### config.mk
export PLATFORM = sky130hd
export DESIGN_NAME = ide_mmio_frontend
export DESIGN_NICKNAME = d
export VERILOG_FILES = /design/src/rtl/ide_fe_pkg.sv /design/src/rtl/ide_fe_decode.sv /design/src/rtl/ide_fe_timing.sv /design/src/rtl/ide_fe_irqstat.sv /design/src/rtl/ide_fe_rdmux.sv /design/src/rtl/ide_mmio_frontend.sv
export SDC_FILE = /design/constraint.sdc
export NUM_CORES = 1
export LEC_CHECK = 0
export BUFFER_PORTS_ARGS = -buffer_cell sky130_fd_sc_hd__buf_4
export CORE_MARGIN = 4
export CORE_UTILIZATION = 45
export DETAILED_ROUTE_END_ITERATION = 7
export GPL_TIMING_DRIVEN = 0
export MAX_ROUTING_LAYER = met4
export PLACE_DENSITY = 0.79
export SETUP_SLACK_MARGIN = 0.5
export SYNTH_ARGS = -nofsm -noshare
export SYNTH_HDL_FRONTEND = slang
export SYNTH_SLANG_ARGS = --single-unit
### constraint.sdc
create_clock -name clk -period 2.25 [get_ports clk]
set_input_delay 0.3375 -clock clk [delete_from_list [all_inputs] [get_ports clk]]
set_output_delay 0.3375 -clock clk [all_outputs]
set_load 0.01 [all_outputs]
### src/rtl/ide_fe_pkg.sv
package ide_fe_pkg;

  localparam int unsigned FE_DW = 32;

  typedef enum logic [2:0] {
    RG_NONE,
    RG_DATA,
    RG_TASK,
    RG_STAT,
    RG_TIMING,
    RG_IRQ
  } region_e;

  localparam logic [2:0] SZ_B = 3'd1;
  localparam logic [2:0] SZ_H = 3'd2;
  localparam logic [2:0] SZ_W = 3'd4;

  localparam logic [31:0] IX_DATA   = 32'd0;
  localparam logic [31:0] IX_TF_LO  = 32'd1;
  localparam logic [31:0] IX_TF_HI  = 32'd7;
  localparam logic [31:0] IX_STAT_A = 32'd8;
  localparam logic [31:0] IX_STAT_B = 32'd22;
  localparam logic [31:0] IX_TIMING = 32'd32;
  localparam logic [31:0] IX_IRQ    = 32'd48;

  function automatic region_e fe_region(input logic [31:0] idx);
    if (idx == IX_DATA) return RG_DATA;
    if (idx >= IX_TF_LO && idx <= IX_TF_HI) return RG_TASK;
    if (idx == IX_STAT_A || idx == IX_STAT_B) return RG_STAT;
    if (idx == IX_TIMING) return RG_TIMING;
    if (idx == IX_IRQ) return RG_IRQ;
    return RG_NONE;
  endfunction

  function automatic logic fe_size_ok(input region_e rg, input logic wr,
                                      input logic [2:0] sz);
    case (rg)
      RG_DATA:   return (sz == SZ_H) || (sz == SZ_W) || (!wr && sz == SZ_B);
      RG_TASK:   return sz == SZ_B;
      RG_STAT:   return sz == SZ_B;
      RG_TIMING: return sz == SZ_W;
      RG_IRQ:    return sz == SZ_W;
      default:   return 1'b0;
    endcase
  endfunction

  function automatic logic [FE_DW-1:0] fe_data_shape(input logic [2:0] sz,
                                                     input logic [FE_DW-1:0] raw);
    if (sz == SZ_B) return {{(FE_DW-8){1'b0}}, raw[7:0]};
    if (sz == SZ_H) return {{(FE_DW-16){1'b0}}, raw[15:0]};
    return raw;
  endfunction

endpackage

### src/rtl/ide_fe_decode.sv
module ide_fe_decode
  import ide_fe_pkg::*;
#(
  parameter int unsigned ADDR_W      = 12,
  parameter int unsigned STRIDE_LOG2 = 4,
  parameter int unsigned TFSEL_W     = 3
) (
  input  logic              req_valid,
  input  logic              req_write,
  input  logic [ADDR_W-1:0] req_addr,
  input  logic [2:0]        req_size,
  output region_e           rg,
  output logic              hit,
  output logic [TFSEL_W-1:0] tf_sel
);
  localparam int unsigned IDX_W = ADDR_W - STRIDE_LOG2;

  logic [IDX_W-1:0] idx;
  logic             unused_lo;

  assign idx       = req_addr[ADDR_W-1:STRIDE_LOG2];
  assign unused_lo = ^req_addr[STRIDE_LOG2-1:0];
  assign rg        = fe_region(32'(idx));
  assign hit       = req_valid && fe_size_ok(rg, req_write, req_size);
  assign tf_sel    = idx[TFSEL_W-1:0];
endmodule

### src/rtl/ide_fe_timing.sv
module ide_fe_timing #(
  parameter int unsigned DW = 32
) (
  input  logic          clk,
  input  logic          rst_n,
  input  logic          we,
  input  logic [DW-1:0] wdata,
  output logic [DW-1:0] q
);
  always_ff @(posedge clk) begin
    if (!rst_n)  q <= '0;
    else if (we) q <= wdata;
  end
endmodule

### src/rtl/ide_fe_irqstat.sv
module ide_fe_irqstat #(
  parameter int unsigned DW       = 32,
  parameter int unsigned N_LINES  = 2,
  parameter int unsigned CLR_LINE = 0
) (
  input  logic               clk,
  input  logic               rst_n,
  input  logic [N_LINES-1:0] lines,
  input  logic               clr,
  output logic [N_LINES-1:0] line_chg,
  output logic [DW-1:0]      q
);
  logic [N_LINES-1:0] lvl_q;
  logic [N_LINES-1:0] state_q;

  always_ff @(posedge clk) begin
    if (!rst_n) lvl_q <= '0;
    else        lvl_q <= lines;
  end

  assign line_chg = lines ^ lvl_q;

  for (genvar n = 0; n < N_LINES; n++) begin : g_line
    if (n == CLR_LINE) begin : g_clearable
      always_ff @(posedge clk) begin
        if (!rst_n)           state_q[n] <= 1'b0;
        else if (line_chg[n]) state_q[n] <= lines[n];
        else if (clr)         state_q[n] <= 1'b0;
      end
    end else begin : g_mirror
      always_ff @(posedge clk) begin
        if (!rst_n)           state_q[n] <= 1'b0;
        else if (line_chg[n]) state_q[n] <= lines[n];
      end
    end
  end

  always_comb begin
    q = '0;
    for (int n = 0; n < N_LINES; n++) q[DW-1-n] = state_q[n];
  end
endmodule

### src/rtl/ide_fe_rdmux.sv
module ide_fe_rdmux
  import ide_fe_pkg::*;
#(
  parameter int unsigned DW   = 32,
  parameter int unsigned TF_W = 8
) (
  input  region_e         rg,
  input  logic            hit,
  input  logic [2:0]      req_size,
  input  logic [DW-1:0]   data_raw,
  input  logic [TF_W-1:0] tf_raw,
  input  logic [TF_W-1:0] stat_raw,
  input  logic [DW-1:0]   timing_q,
  input  logic [DW-1:0]   irq_q,
  output logic [DW-1:0]   rdata
);
  always_comb begin
    rdata = '1;
    if (hit) begin
      case (rg)
        RG_DATA:   rdata = fe_data_shape(req_size, data_raw);
        RG_TASK:   rdata = {{(DW-TF_W){1'b0}}, tf_raw};
        RG_STAT:   rdata = {{(DW-TF_W){1'b0}}, stat_raw};
        RG_TIMING: rdata = timing_q;
        RG_IRQ:    rdata = irq_q;
        default:   rdata = '1;
      endcase
    end
  end
endmodule

### src/rtl/ide_mmio_frontend.sv
module ide_mmio_frontend
  import ide_fe_pkg::*;
#(
  parameter int unsigned ADDR_W      = 12,
  parameter int unsigned STRIDE_LOG2 = 4,
  parameter int unsigned TF_W        = 8,
  parameter int unsigned TFSEL_W     = 3
) (
  input  logic               clk,
  input  logic               rst_n,
  input  logic               req_valid,
  input  logic               req_write,
  input  logic [ADDR_W-1:0]  req_addr,
  input  logic [2:0]         req_size,
  input  logic [FE_DW-1:0]   req_wdata,
  output logic               rsp_valid,
  output logic [FE_DW-1:0]   rsp_rdata,
  output logic               drv_data_rd,
  output logic               drv_data_wr,
  output logic               drv_data_wide,
  output logic [FE_DW-1:0]   drv_data_wdata,
  input  logic [FE_DW-1:0]   drv_data_rdata,
  output logic               drv_tf_rd,
  output logic               drv_tf_wr,
  output logic [TFSEL_W-1:0] drv_tf_idx,
  output logic [TF_W-1:0]    drv_tf_wdata,
  input  logic [TF_W-1:0]    drv_tf_rdata,
  output logic               drv_stat_rd,
  output logic               drv_ctl_wr,
  output logic [TF_W-1:0]    drv_ctl_wdata,
  input  logic [TF_W-1:0]    drv_stat_rdata,
  input  logic               irq_dma_in,
  input  logic               irq_disk_in,
  output logic               dma_irq_out,
  output logic               disk_irq_out
);
  localparam int unsigned N_LINES = 2;
  localparam int unsigned DMA_LN  = 0;

  region_e            acc_rg;
  logic               acc_hit;
  logic               rd_hit;
  logic               wr_hit;
  logic               tim_we;
  logic               irq_clr;
  logic [FE_DW-1:0]   timing_q;
  logic [FE_DW-1:0]   irq_q;
  logic [N_LINES-1:0] line_chg;
  logic [FE_DW-1:0]   rd_word;

  ide_fe_decode #(
    .ADDR_W(ADDR_W), .STRIDE_LOG2(STRIDE_LOG2), .TFSEL_W(TFSEL_W)
  ) u_dec (
    .req_valid(req_valid), .req_write(req_write), .req_addr(req_addr),
    .req_size(req_size), .rg(acc_rg), .hit(acc_hit), .tf_sel(drv_tf_idx)
  );

  assign rd_hit = acc_hit && !req_write;
  assign wr_hit = acc_hit && req_write;

  assign drv_data_rd    = rd_hit && acc_rg == RG_DATA;
  assign drv_data_wr    = wr_hit && acc_rg == RG_DATA;
  assign drv_data_wide  = req_size == SZ_W;
  assign drv_data_wdata = req_wdata;
  assign drv_tf_rd      = rd_hit && acc_rg == RG_TASK;
  assign drv_tf_wr      = wr_hit && acc_rg == RG_TASK;
  assign drv_tf_wdata   = req_wdata[TF_W-1:0];
  assign drv_stat_rd    = rd_hit && acc_rg == RG_STAT;
  assign drv_ctl_wr     = wr_hit && acc_rg == RG_STAT;
  assign drv_ctl_wdata  = req_wdata[TF_W-1:0];

  assign tim_we  = wr_hit && acc_rg == RG_TIMING;
  assign irq_clr = wr_hit && acc_rg == RG_IRQ && req_wdata[FE_DW-1];

  ide_fe_timing #(.DW(FE_DW)) u_tim (
    .clk(clk), .rst_n(rst_n), .we(tim_we), .wdata(req_wdata), .q(timing_q)
  );

  ide_fe_irqstat #(.DW(FE_DW), .N_LINES(N_LINES), .CLR_LINE(DMA_LN)) u_irq (
    .clk(clk), .rst_n(rst_n), .lines({irq_disk_in, irq_dma_in}),
    .clr(irq_clr), .line_chg(line_chg), .q(irq_q)
  );

  assign dma_irq_out  = irq_dma_in;
  assign disk_irq_out = irq_disk_in;

  ide_fe_rdmux #(.DW(FE_DW), .TF_W(TF_W)) u_mux (
    .rg(acc_rg), .hit(acc_hit), .req_size(req_size),
    .data_raw(drv_data_rdata), .tf_raw(drv_tf_rdata), .stat_raw(drv_stat_rdata),
    .timing_q(timing_q), .irq_q(irq_q), .rdata(rd_word)
  );

  always_ff @(posedge clk) begin
    if (!rst_n) begin
      rsp_valid <= 1'b0;
      rsp_rdata <= '0;
    end else begin
      rsp_valid <= req_valid && !req_write;
      if (req_valid && !req_write) rsp_rdata <= rd_word;
    end
  end
endmodule

# After elaboration in Yosys (flattened, before gate mapping)
# Index checks and enable logic that the tools add are counted.
# totals
reg_bits	69
input_bits	101
output_inout_bits	93
# op_classes
magnitude_cmp	2
eq_ne	12
muxes	41
n_bitwise	1
n_reduce_logical	23
# ops
op	count
2-to-1 mux 32 bit	5
case mux 32 bit (5 select lines)	1
2-to-1 mux 3 bit	10
2-to-1 mux 1 bit	24
equality test 8 x 6 -> 1 bit (second input constant)	2
logical AND 1 bit	15
equality test 3 x 2 -> 1 bit (second input constant)	3
equality test 3 bit (second input constant)	3
equality test 8 x 4 -> 1 bit (second input constant)	1
equality test 8 x 5 -> 1 bit (second input constant)	1
greater-or-equal comparator 8 x 1 -> 1 bit (second input constant)	1
<= comparator 8 x 3 -> 1 bit (second input constant)	1
logical NOT 8 bit	1
equality test 3 x 1 -> 1 bit (second input constant)	2
OR reduction 2 bit	2
logical OR 1 bit	3
case mux 1 bit (3 select lines)	1
nonzero test 2 bit	1
XOR 2 bit	1
logical NOT 1 bit	1

# Longest topological paths before layout
# depth
ltp_word	30
ltp_mapped	7
mapped_depth_nobuf	5

# Cells and area by module
# A second synthesis with hierarchy kept.
# unflattened
hier_cells	556
hier_area_um2	4817.1
# modules_own_cells
module	n_inst	cells_each	area_per_inst_um2	seq_area_each_um2
ide_mmio_frontend	1	208	1779.2	660.6
ide_fe_timing	1	103	1243.7	640.6
ide_fe_rdmux	1	163	1137.3	0.0
ide_fe_irqstat	1	49	406.6	80.1
ide_fe_decode	1	33	250.2	0.0

# Worst setup path before layout
# OpenSTA, ideal clock, no wires.
# synth_path
path_kind	input to output
start	input req_addr[8]
end	output drv_ctl_wr
arrival_time_ps	1841
path_slack_ps	72
cell_stages	4
n_path_buf	1
cell_sequence	buf_2 or4b_2 a211oi_2 nor2b_1
# synth_between
elab_chain_cells	17
elab_cells_between_ends	44
# synth_rtl
item	line	text
start, declared	ide_mmio_frontend.sv:13	input logic [ADDR_W-1:0] req_addr,
greater-or-equal comparator 8 x 1 -> 1 bit (tied with other cells)	ide_fe_pkg.sv:28	if (idx >= IX_TF_LO && idx <= IX_TF_HI) return RG_TASK;
logical AND 1 bit / 2-to-1 mux 1 bit (equally long branches)	ide_fe_pkg.sv:28, ide_fe_pkg.sv:31	
2-to-1 mux 3 bit / 2-to-1 mux 1 bit (equally long branches)	ide_fe_pkg.sv:28, ide_fe_pkg.sv:31	
2-to-1 mux 3 bit / 2-to-1 mux 1 bit (equally long branches)	ide_fe_pkg.sv:29, ide_fe_pkg.sv:30	
2-to-1 mux 3 bit / 2-to-1 mux 1 bit (equally long branches)	ide_fe_pkg.sv:30, ide_fe_pkg.sv:29	
2-to-1 mux 3 bit / 2-to-1 mux 1 bit (equally long branches)	ide_fe_pkg.sv:31, ide_fe_pkg.sv:28	
2-to-1 mux 3 bit	ide_fe_pkg.sv:32	return RG_NONE;
2-to-1 mux 3 bit	ide_fe_pkg.sv:31	if (idx == IX_IRQ) return RG_IRQ;
2-to-1 mux 3 bit	ide_fe_pkg.sv:30	if (idx == IX_TIMING) return RG_TIMING;
2-to-1 mux 3 bit	ide_fe_pkg.sv:29	if (idx == IX_STAT_A || idx == IX_STAT_B) return RG_STAT;
2-to-1 mux 3 bit *	ide_fe_pkg.sv:28	
equality test 3 bit (tied with other cells)	ide_fe_pkg.sv:37	case (rg)
OR reduction 2 bit (no source line)	--	
case mux 1 bit (3 select lines)	ide_fe_pkg.sv:37	
logical AND 1 bit	ide_fe_decode.sv:24	assign hit = req_valid && fe_size_ok(rg, req_write, req_size);
logical AND 1 bit	ide_mmio_frontend.sv:59	assign wr_hit = acc_hit && req_write;
logical AND 1 bit *	ide_mmio_frontend.sv:69	assign drv_ctl_wr = wr_hit && acc_rg == RG_STAT;
end, declared	ide_mmio_frontend.sv:29	output logic drv_ctl_wr,
# Mark *: on every way between the ends. The rest lies on a longest branch, timed or not. The select of a mux whose other input is x is not followed.

# Worst setup path in the final report
# layout_path
start	input req_addr[6]
end	output drv_tf_rd
# layout_between
elab_chain_cells	17
elab_cells_between_ends	44
# layout_rtl
item	line	text
greater-or-equal comparator 8 x 1 -> 1 bit (tied with other cells)	ide_fe_pkg.sv:28	
logical AND 1 bit / 2-to-1 mux 1 bit (equally long branches)	ide_fe_pkg.sv:28, ide_fe_pkg.sv:31	
2-to-1 mux 3 bit / 2-to-1 mux 1 bit (equally long branches)	ide_fe_pkg.sv:28, ide_fe_pkg.sv:31	
2-to-1 mux 3 bit / 2-to-1 mux 1 bit (equally long branches)	ide_fe_pkg.sv:29, ide_fe_pkg.sv:30	
2-to-1 mux 3 bit / 2-to-1 mux 1 bit (equally long branches)	ide_fe_pkg.sv:30, ide_fe_pkg.sv:29	
2-to-1 mux 3 bit / 2-to-1 mux 1 bit (equally long branches)	ide_fe_pkg.sv:31, ide_fe_pkg.sv:28	
2-to-1 mux 3 bit	ide_fe_pkg.sv:32	
2-to-1 mux 3 bit	ide_fe_pkg.sv:31	
2-to-1 mux 3 bit	ide_fe_pkg.sv:30	
2-to-1 mux 3 bit	ide_fe_pkg.sv:29	
2-to-1 mux 3 bit *	ide_fe_pkg.sv:28	
equality test 3 bit (tied with other cells)	ide_fe_pkg.sv:37	
OR reduction 2 bit (no source line)	--	
case mux 1 bit (3 select lines)	ide_fe_pkg.sv:37	
logical AND 1 bit	ide_fe_decode.sv:24	
logical AND 1 bit	ide_mmio_frontend.sv:58	assign rd_hit = acc_hit && !req_write;
logical AND 1 bit *	ide_mmio_frontend.sv:65	assign drv_tf_rd = rd_hit && acc_rg == RG_TASK;
end, declared	ide_mmio_frontend.sv:23	output logic drv_tf_rd,
# Marked as above.

==> qor.yml <==
violations: "negative setup slack"
synth_top_cell_by_area: "dfxtp_1"
crit_type: "in2out"
vias: 3809
grt_pass1_vias: 3929
dp_hpwl_mm: 8.97
synth_top_area_share_pct: 38.6
antenna_found_initial: 0
holdPathEnd: "u_irq.lvl_q[1]$_SDFF_PN0_"
postLayoutCellArea_sq_um: 6110
die_area_sq_um: 9430
peakVddDrop_v: 0.000402
drive_gt1_share_pct: 56.4
whs_path_depth: 2
rr_startpoint: "u_irq.q[31]$_SDFFE_PN0P_"
fp.dieW_um: 97.1
setup_viol: 2
routed_wirelength_mm: 12.8
slew_headroom_pct: 42.8
diodes: 0
via_per_inst: 5.25
max_freq_ghz: 0.442
ys_types: 41
async_flop_share_pct: 0
postSynthAreaPerCell_sq_um: 9.07
hold_violations: 0
grt.overflow.total: 0
place_inst: 684
rsz0062_at_grt: "true"
worst_path_max_delay_cell: "or3_4"
outcome: "complete, but fails checks"
clock_sinks: 69
wl_per_cell_um: 17.6
routabilityCongestion: 0.852
drtPass1Iterations: 6
whs_ps: 219
insertion_delay_ps: 350
area_growth_pct: 70.8
cp.arrival_ps: 1920
cpPeakStageDelay_ps: 450
nNetsFinal: 721
postLayoutSetupSlackWorst_ps: -10.3
path_buf_inv: 3
yosysWarningCount: 0
path_delay_family: "simple AND/OR/NAND/NOR gates"
ys_seq_area_share_pct: 38.6
core_sq_um: 7730
rrSetupSlack_ps: 1140
drcViolationCount: 0
final_cells: 726
die_h_um: 97.1
htree_levels: 3
setup_tns_ps: -10.7
numPortBuffers: 188
num_rows: 32
syn_area_sq_um: 3570
place_area_sq_um: 5180
path_clk_slew_ps: 80
ys_top_cells_by_count: "dfxtp_1, buf_4, a21oi_1"
p_per_area_nw_per_um2: 520
crit_fanout: 2
min-delay-path-class: "in2reg"
hp-start: "irq_disk_in"
grt_pass1_wl_mm: 19.5
r2r-end: "rsp_rdata[31]$_SDFFE_PN0P_"
cts_buffer_depth: 2
worstMarginPinSlew_ps: 852
synth_edf_count: 0
initial_utilization_pct: 46.3
antenna_left: 0
cts_hold_buf: 0
pre_cts_ws_ps: -359
ys_ff_latch: 69
ys.flop_type: "dfxtp_1"
synth.area.top_cells: "dfxtp_1, buf_4, mux2i_1, nor2b_1, a21oi_1"
syn_inst: 394
syn-num-nets: 496
boundaryPins: 194
worstSetupStartpointType: "input port"
track_usage_pct: 26.0
critPathRequiredTime_ps: 1910
root_buffer: "clkbuf_8"
final.min_clock_period_ps: 2260
finalCritPeriodShare_pct: 100
worst_clock_skew_ps: 12.4
cts_made_buffers: 9
cts_tree: "yes"
drv_slew: 0
drtIter0Drc: 136
path_cells: "buf_12, or3_4, buf_6, nor3b_4, o311ai_4, or3_4, nor2_4, buf_6"
synthMostInstantiatedCell: "dfxtp_1"
reg2regPathDepth: 3
p_leak_nw: 2.81
max_cap_viol_count: 0
grt_max_degree: 13
crit_path_end_kind: "primary output"
[placed cells by master (no fill, tap or decap), drive strengths merged, types with 2 or more instances in the layout]
cell and n:
clkbuf 27, mux2 2, or3 3, and3 2
nor3b 4, a22oi 24, nor2 9, nand2b 5
o21ai 33, a21oi 42, buf 275, and2 6
dfxtp 69, bufinv 3, nand2 21, nor3 3
inv 2, a221oi 8, nor4 2, mux2i 33
nor2b 34
[through the flow]
| step | power (mW) | util [%] |
|---|---|---|
| after floorplan | 1.54 | - |
| after global placement | 1.86 | 67.1 |
| after detailed placement | 1.87 | 67.1 |
| after CTS | 3.16 | 76.6 |
| after global routing | 3.27 | 79.0 |
| final | 3.18 | 79.0 |
[per-layer routing]
metal	vias to the layer above	track usage [%]	share of wire [%]
li1	1789	-	-
met1	1845	30.1	39
met2	146	45.4	53
met3	29	3.88	5.4
met4	0	9.72	2.2
met5	-	-	0
[where the power goes]
| group | total, mW | leakage (nW) | internal (mW) | switching (mW) |
|---|---|---|---|---|
| Combinational | 0.608 | 2.12 | 0.352 | 0.256 |
| Clock | 1.28 | 0.126 | 0.799 | 0.479 |
| Sequential | 1.29 | 0.564 | 1.27 | 0.0248 |
[sequential cells by signal, indices dropped and copies added (netlist names)]
signal       flops
rsp_rdata       32
rsp_valid        1
u_irq.lvl_q      2
u_irq.q          2
u_tim.q         32
[cells by family after synthesis]
logic type                 count (synthesis)  synth area share, %
buffers and inverters                     79                 14.9
and+or+nand+nor                           94                 15.1
xor gates and xnor gates                   1                0.245
muxes                                     35                 9.87
AOI/OAI and AO/OA                        114                 20.6
adders and majority gates                  2                0.630
DFF                                       69                 38.6
[worst max-delay path by stage]
stage	slack, ps	end	depth (start not counted)	start
after floorplan	170	drv_data_rd	5	req_size[2]
after global placement	-330	rsp_rdata[29]$_SDFFE_PN0P_	7	req_addr[9]
after detailed placement	-360	rsp_rdata[26]$_SDFFE_PN0P_	7	req_addr[9]
after CTS	-60	drv_tf_rd	8	req_addr[5]
after global routing	-50	drv_tf_wr	8	req_addr[6]
final	-10	drv_tf_rd	8	req_addr[6]
[worst register-to-register path: cells and delay by family, from the launching register on]
| family | cells | cell delay (ps) |
|---|---|---|
| compound gates | 2 | 380 |
| flops | 1 | 330 |
| mux | 1 | 270 |
[timing repair]
| action | in CTS | in global routing |
|---|---|---|
| setup buffers | 16 | 5 |
| endpoints found under the setup margin | 69 | 70 |
| resized for setup | 76 | 25 |
| pin swaps | 15 | 10 |
| cloned | 3 | 2 |
[area by class of cell]
type / instances / area, sq um
multi-input combinational: 246 / 1930
tap: 102 / 128
clock buffer: 11 / 151
buffer: 77 / 594
timing repair buffer: 214 / 1810
inverter: 2 / 7.51
clock inverter: 5 / 106
sequential: 69 / 1380
fill: 509 / 1620
No activity file was read; power rests on OpenSTA's default activity.
